File: src/rtl/trap_pkg.sv
package trap_pkg;
   typedef enum logic [1:0] {
      SQ_IDLE   = 2'd0,
      SQ_ADDR   = 2'd1,
      SQ_WAIT   = 2'd2,
      SQ_COMMIT = 2'd3
   } seq_st_t;

   localparam logic [3:0] OPC_TRAP = 4'b1111;
   localparam logic [3:0] OPC_JMP  = 4'b1100;
   localparam logic [3:0] OPC_SYS  = 4'b1101;
endpackage

File: src/rtl/trap_decode.sv
module trap_decode #(
   parameter int AW       = 16,
   parameter int VEC_W    = 8,
   parameter int RW       = 3,
   parameter int LINK_REG = 7,
   parameter logic [3:0] OP_TRAP = trap_pkg::OPC_TRAP,
   parameter logic [3:0] OP_RET  = trap_pkg::OPC_JMP,
   parameter logic [3:0] OP_SYS  = trap_pkg::OPC_SYS
) (
   input  logic          ir_valid,
   input  logic          idle,
   input  logic [AW-1:0] ir,
   output logic          is_trap,
   output logic          is_ret,
   output logic          is_sys
);
   localparam int OPC_LO  = AW - 4;
   localparam int BASE_LO = 6;
   localparam logic [RW-1:0] LINK_IDX = RW'(LINK_REG);

   logic fire;
   logic [3:0] opc;
   logic trap_pad_zero;
   logic ret_pad_zero;

   assign fire = ir_valid && idle;
   assign opc  = ir[AW-1:OPC_LO];
   assign trap_pad_zero = (ir[OPC_LO-1:VEC_W] == '0);
   assign ret_pad_zero  = (ir[OPC_LO-1:BASE_LO+RW] == '0) && (ir[BASE_LO-1:0] == '0);

   always_comb begin
      is_trap = fire && (opc == OP_TRAP) && trap_pad_zero;
      is_ret  = fire && (opc == OP_RET) && ret_pad_zero &&
                (ir[BASE_LO+RW-1:BASE_LO] == LINK_IDX);
      is_sys  = fire && (opc == OP_SYS);
   end
endmodule

File: src/rtl/trap_seq.sv
module trap_seq #(
   parameter int AW       = 16,
   parameter int VEC_W    = 8,
   parameter int RW       = 3,
   parameter int LINK_REG = 7
) (
   input  logic             clk,
   input  logic             rst_n,
   input  logic             start,
   input  logic [VEC_W-1:0] vec,
   input  logic [AW-1:0]    link_in,
   input  logic [AW-1:0]    mem_rdata,
   output logic [AW-1:0]    mem_addr,
   output logic             mem_rd,
   output logic             busy,
   output logic             commit,
   output logic [RW-1:0]    rf_waddr,
   output logic [AW-1:0]    rf_wdata,
   output logic [AW-1:0]    target
);
   import trap_pkg::*;

   localparam int PAD_W = AW - VEC_W;

   seq_st_t          st_q;
   logic [VEC_W-1:0] vec_q;
   logic [AW-1:0]    link_q;
   logic [AW-1:0]    tgt_q;

   always_ff @(posedge clk) begin
      if (!rst_n) begin
         st_q   <= SQ_IDLE;
         vec_q  <= '0;
         link_q <= '0;
         tgt_q  <= '0;
      end else begin
         unique case (st_q)
            SQ_IDLE: if (start) begin
               vec_q  <= vec;
               link_q <= link_in;
               st_q   <= SQ_ADDR;
            end
            SQ_ADDR:   st_q <= SQ_WAIT;
            SQ_WAIT: begin
               tgt_q <= mem_rdata;
               st_q  <= SQ_COMMIT;
            end
            SQ_COMMIT: st_q <= SQ_IDLE;
            default:   st_q <= SQ_IDLE;
         endcase
      end
   end

   generate
      if (PAD_W > 0) begin : g_pad
         assign mem_addr = {{PAD_W{1'b0}}, vec_q};
      end else begin : g_nopad
         assign mem_addr = vec_q;
      end
   endgenerate

   assign mem_rd   = (st_q == SQ_ADDR);
   assign busy     = (st_q != SQ_IDLE);
   assign commit   = (st_q == SQ_COMMIT);
   assign rf_waddr = RW'(LINK_REG);
   assign rf_wdata = link_q;
   assign target   = tgt_q;

   AST_READ_THEN_COMMIT: assert property (@(posedge clk) disable iff (!rst_n)
      mem_rd |=> ##1 commit);
   AST_START_TO_READ: assert property (@(posedge clk) disable iff (!rst_n)
      (start && !busy) |=> (mem_rd && mem_addr[VEC_W-1:0] == $past(vec)));
   AST_NO_RESTART: assert property (@(posedge clk) disable iff (!rst_n)
      (busy && !commit) |=> busy);
endmodule

File: src/rtl/priv_unit.sv
module priv_unit #(
   parameter bit ENFORCE = 1'b1
) (
   input  logic clk,
   input  logic rst_n,
   input  logic trap_commit,
   input  logic ret_fire,
   input  logic sys_fire,
   output logic priv_mode,
   output logic wb_ok,
   output logic priv_viol
);
   generate
      if (ENFORCE) begin : g_enforce
         logic mode_q, saved_q, active_q, viol_q;
         logic blocked;

         assign blocked = sys_fire && !mode_q;

         always_ff @(posedge clk) begin
            if (!rst_n) begin
               mode_q   <= 1'b1;
               saved_q  <= 1'b1;
               active_q <= 1'b0;
               viol_q   <= 1'b0;
            end else begin
               viol_q <= blocked;
               if (trap_commit) begin
                  saved_q  <= mode_q;
                  mode_q   <= 1'b1;
                  active_q <= 1'b1;
               end else if (ret_fire) begin
                  mode_q   <= active_q ? saved_q : 1'b0;
                  active_q <= 1'b0;
               end
            end
         end

         assign priv_mode = mode_q;
         assign wb_ok     = !blocked;
         assign priv_viol = viol_q;

         AST_TRAP_RAISES: assert property (@(posedge clk) disable iff (!rst_n)
            trap_commit |=> priv_mode);
         AST_RET_RESTORES: assert property (@(posedge clk) disable iff (!rst_n)
            (ret_fire && active_q) |=> (priv_mode == $past(saved_q)));
         AST_RET_DROPS: assert property (@(posedge clk) disable iff (!rst_n)
            (ret_fire && !active_q && !trap_commit) |=> !priv_mode);
         AST_VIOL_USER: assert property (@(posedge clk) disable iff (!rst_n)
            priv_viol |-> !$past(priv_mode));
      end else begin : g_open
         logic unused_in;
         assign unused_in = ^{clk, rst_n, trap_commit, ret_fire, sys_fire};
         assign priv_mode = 1'b1;
         assign wb_ok     = 1'b1;
         assign priv_viol = 1'b0;
      end
   endgenerate
endmodule

File: src/rtl/trap_ctrl.sv
module trap_ctrl #(
   parameter int AW           = 16,
   parameter int VEC_W        = 8,
   parameter int RW           = 3,
   parameter int LINK_REG     = 7,
   parameter bit PRIV_ENFORCE = 1'b1
) (
   input  logic          clk,
   input  logic          rst_n,
   input  logic          ir_valid,
   input  logic [AW-1:0] ir,
   input  logic [AW-1:0] pc_cur,
   input  logic [AW-1:0] r7_val,
   output logic [AW-1:0] mem_addr,
   output logic          mem_rd,
   input  logic [AW-1:0] mem_rdata,
   output logic          rf_we,
   output logic [RW-1:0] rf_waddr,
   output logic [AW-1:0] rf_wdata,
   output logic          pc_we,
   output logic [AW-1:0] pc_wdata,
   output logic          priv_mode,
   output logic          busy,
   output logic          wb_ok,
   output logic          priv_viol
);
   generate
      if (VEC_W + 4 > AW) begin : g_bad_vec
         $error("trap_ctrl: vector field does not fit beside the opcode");
      end
      if (LINK_REG >= (1 << RW) || LINK_REG < 0) begin : g_bad_link
         $error("trap_ctrl: link register index out of range");
      end
      if (AW < 16) begin : g_bad_aw
         $error("trap_ctrl: word width must be at least 16");
      end
   endgenerate

   logic is_trap, is_ret, is_sys;
   logic commit;
   logic [AW-1:0] target;

   trap_decode #(.AW(AW), .VEC_W(VEC_W), .RW(RW), .LINK_REG(LINK_REG)) u_dec (
      .ir_valid (ir_valid),
      .idle     (!busy),
      .ir       (ir),
      .is_trap  (is_trap),
      .is_ret   (is_ret),
      .is_sys   (is_sys)
   );

   trap_seq #(.AW(AW), .VEC_W(VEC_W), .RW(RW), .LINK_REG(LINK_REG)) u_seq (
      .clk       (clk),
      .rst_n     (rst_n),
      .start     (is_trap),
      .vec       (ir[VEC_W-1:0]),
      .link_in   (pc_cur),
      .mem_rdata (mem_rdata),
      .mem_addr  (mem_addr),
      .mem_rd    (mem_rd),
      .busy      (busy),
      .commit    (commit),
      .rf_waddr  (rf_waddr),
      .rf_wdata  (rf_wdata),
      .target    (target)
   );

   priv_unit #(.ENFORCE(PRIV_ENFORCE)) u_priv (
      .clk         (clk),
      .rst_n       (rst_n),
      .trap_commit (commit),
      .ret_fire    (is_ret),
      .sys_fire    (is_sys),
      .priv_mode   (priv_mode),
      .wb_ok       (wb_ok),
      .priv_viol   (priv_viol)
   );

   assign rf_we    = commit;
   assign pc_we    = commit || is_ret;
   assign pc_wdata = commit ? target : r7_val;

   AST_PC_FROM_MEM: assert property (@(posedge clk) disable iff (!rst_n)
      commit |-> (pc_wdata == $past(mem_rdata)));
   AST_RET_TO_LINK: assert property (@(posedge clk) disable iff (!rst_n)
      (pc_we && !rf_we) |-> (pc_wdata == r7_val));
   AST_BUSY_QUIET: assert property (@(posedge clk) disable iff (!rst_n)
      (busy && !rf_we) |-> !pc_we);
endmodule

File: config.mk
export PLATFORM = sky130hd
export DESIGN_NAME = trap_ctrl
export DESIGN_NICKNAME = d
export VERILOG_FILES = /design/src/rtl/trap_pkg.sv /design/src/rtl/trap_decode.sv /design/src/rtl/trap_seq.sv /design/src/rtl/priv_unit.sv /design/src/rtl/trap_ctrl.sv
export SDC_FILE = /design/constraint.sdc
export NUM_CORES = 1
export LEC_CHECK = 0
export ABC_CLOCK_PERIOD_IN_PS = 4900
export BUFFER_PORTS_ARGS = -buffer_cell sky130_fd_sc_hd__buf_2
export CAP_MARGIN = 40
export CORE_MARGIN = 2
export CORE_UTILIZATION = 46
export DETAILED_ROUTE_END_ITERATION = 6
export GPL_TIMING_DRIVEN = 0
export PLACE_DENSITY = 0.95
export REMOVE_ABC_BUFFERS = 1
export SETUP_SLACK_MARGIN = 0.05
export SLEW_MARGIN = 40
export SYNTH_ARGS = -nofsm -noshare
export SYNTH_HDL_FRONTEND = slang
export SYNTH_SLANG_ARGS = --single-unit
File: constraint.sdc
create_clock -name clk -period 4.9 [get_ports clk]
set_clock_uncertainty 0.2 [all_clocks]
set_input_delay 0.98 -clock clk [delete_from_list [all_inputs] [get_ports clk]]
set_output_delay 0.98 -clock clk [all_outputs]
set_load 0.005 [all_outputs]
==> summary.md <==
| Metric | Value |
|---|---|
| First-pass GRT wire length | `7470 µm` |
| Avg Cell Area, Syn | `9.02 µm²` |
| Die X | `71.0 µm` |
| R2R Setup Slk | `2.57 ns` |
| Max FO, Critical Path | `3` |
| Layout cells sized above 1 | `0.438` |
| Post-Synthesis Cells | `229` |
| Final wirelength | `4530 µm` |
| Vias in the first global route | `1750` |
| FF-to-FF path depth | `6` |
| Post-CTS sizing | `0` |
| Drt drc | `0` |
| R2R Path End | `u_seq.st_q[0]` |
| Fin nets | `407` |
| CTS Buf Count | `5` |
| Post-synth EDFFs | `0` |
| Hold Path Cell Cnt | `2` |
| Setup Crit Path Kind | `in -> out` |
| Die Ht | `71.0 µm` |
| Pwr dens | `263 mW/mm²` |
| Async set-reset flop share out of synthesis | `0` |
| Pins Over Slew Limit | `0` |
| Hold Path Class | `reg -> reg` |
| Worst slack at placement | `1.41 ns` |
| Fin crit share | `0.713` |
| Avg WL per Cell | `11.7 µm` |
| CTS H-tree depth | `2` |
| RSZ-0062 raised after global routing | `false` |
| Critical Path AT | `2.31 ns` |
| Setup_tns | `0 ns` |
| Max-slew headroom | `0.546` |
| Final hold viol count | `0` |
| Port bufs | `113` |
| Worst hold path endpoint | `u_seq.rf_wdata[12]` |
| Top delay family on crit path | `simple AND/OR/NAND/NOR gates` |
| Required @ worst endpoint | `3.72 ns` |
| Row count | `24` |
| Peak VDD IR | `0.130 mV` |
| #FFs+latches synth | `46` |
| WP buf/inv | `2` |
| Largest net degree at the start of global routing | `42` |
| Postcts setup bufs | `0` |
| Critical path endpoint category | `output pin` |
| Starting Density | `0.477` |
| Initial DRC count | `29` |
| Post-DRT Antenna Nets | `0` |
| Tot GR Track Use | `0.180` |
| Die ar. | `0.00504 mm²` |
| Setup crit start kind | `primary input` |
| Post-route non-filler standard cell count | `388` |
| Vias/cell | `4.79` |
| Most frequent CP cell | `buf_2` |
| Yosys cell types | `24` |
| Initial antenna violation count | `0` |
| CTS tree | `built` |
| Pre-antenna DRT Iters | `6` |
| Hold_sp | `u_seq.rf_wdata[12]` |
| Clock slew at reported path FFs | `0.08 ns` |
| Yosys warns | `0` |
| Worst-Margin Slew | `0.679 ns` |
| Register area share after synthesis | `0.446` |
| Primary FF master, synth | `dfxtp_1` |
| CP max-delay cell | `or4b_1` |
| Routability Congestion | `0.803` |
| Hold_buf cts | `0` |
| Pleak | `1.23 nW` |
| Setup violations, final | `0` |
| Core area | `0.00432 mm²` |
| # IOs | `125` |
| CTS Root Cell | `clkbuf_8` |
| CTS sink cnt | `46` |
| Outcome | `finished clean` |
| Max_cap viols | `0` |
| Remaining Overflow, GRT | `0` |
| Worst skew pair latency | `0.28 ns` |
| Layout area overhead | `30.8%` |
| Diodes inserted | `0` |
| DP Cell Count | `380` |
| Mapped Area | `0.00206 mm²` |
| Worst path max stage delay | `0.52 ns` |
| Final hold slack | `0.253 ns` |
| Final WS setup | `1.41 ns` |
| FF-to-FF Start | `u_seq.st_q[0]` |
| Clock period minus worst slack | `3.49 ns` |
| Vias | `1857` |
| Dpl hpwl | `3430 µm` |
| Clock Path Buffers | `2` |
| Fmax | `0.286 GHz` |
| Critical Path, Cell by Cell | `buf_2 > or4b_1 > nor4_1 > nand4_1 > nand2b_1 > buf_2` |
through the flow:
stage | util | power (mW) | instance area (µm²)
after floorplan | - | 0.416 | 1940
after global placement | 0.594 | 0.456 | 2570
after detailed placement | 0.599 | 0.459 | 2590
after CTS | 0.624 | 0.722 | 2700
after global routing | 0.625 | 0.743 | 2700
final | 0.625 | 0.712 | 2700
flip-flops by register name, indices dropped and copies added, names as in the netlist:
signal and flops:
u_priv.priv_viol 1, u_seq.rf_wdata 16, u_priv.g_enforce.active_q 1, u_seq.target 16, u_priv.g_enforce.saved_q 1, u_seq.st_q 2, u_seq.vec_q 8, u_priv.priv_mode 1
synthesized netlist by cell type (all sizes together) (2+ instances only):
cell type | number | area, µm²
or4b | 2 | 20.0
mux2 | 16 | 180
nand2b | 2 | 12.5
dfxtp | 46 | 921
mux2i | 20 | 200
nand2 | 54 | 203
nor2 | 18 | 67.6
conb | 2 | 7.51
ha | 5 | 62.6
nor4 | 3 | 33.8
a21oi | 25 | 125
buf | 17 | 131
clkbuf | 8 | 30.0
inv | 4 | 15.0
nand4 | 2 | 12.5
worst min-delay path, stage by stage, from the launching register on:
cell and delay, ns:
dfxtp_1 0.31, nand2_1 0.05, a21oi_1 0.05
how the worst max path moves through the flow:
stage | from | to | slack [ns] | depth (start not counted)
4_1_cts | ir[0] | pc_we | 1.40 | 6
3_3_place_gp | ir[0] | pc_we | 1.39 | 6
2_1_floorplan | ir[0] | pc_we | 1.78 | 4
5_1_grt | ir[0] | pc_we | 1.35 | 6
6_report | ir[0] | pc_we | 1.41 | 6
3_5_place_dp | ir[0] | pc_we | 1.41 | 6
power breakdown:
group          switching (mW)  internal, mW  leakage, nW
clock network           0.119         0.142       0.0575
registers             0.00231         0.376        0.370
logic                  0.0340        0.0381        0.800
cell type report:
type                       count  area [µm²]
multi-input combinational    163        1010
inverter                       4        15.0
clock buffer                   8         110
tap                           52        65.1
sequential                    46         921
fill                         366        1620
timing repair buffer         115         584
kinds of logic (layout without fill, tap and decap cells):
| logic type | count (synthesis) | in the layout | synth area share |
|---|---|---|---|
| adder cells (fa/ha/maj) | 5 | 5 | 0.0303 |
| AO/OA/AOI/OAI | 27 | 27 | 0.0673 |
| AND/OR/NAND/NOR | 84 | 84 | 0.183 |
| other | 2 | 11 | 0.00364 |
| flip-flops | 46 | 46 | 0.446 |
| buffers and inverters | 29 | 127 | 0.0855 |
| multiplexers | 36 | 36 | 0.184 |
cells in the final DEF, fill, tap and decap left out, types with 3 or more instances in the layout:
master	n
nor2_1	18
dfxtp_1	46
a21oi_1	25
buf_2	113
mux2i_1	20
nand2_1	54
clkbuf_8	8
ha_1	3
inv_1	3
conb_1	11
mux2_2	16
routing by layer:
layer / track usage / part of all wire
met3: 0.0413 / 0.075
met2: 0.341 / 0.52
met5: 0 / 0
met4: 0.0734 / 0.0075
met1: 0.190 / 0.39
Note: power is estimated with default switching activity, not from simulation.
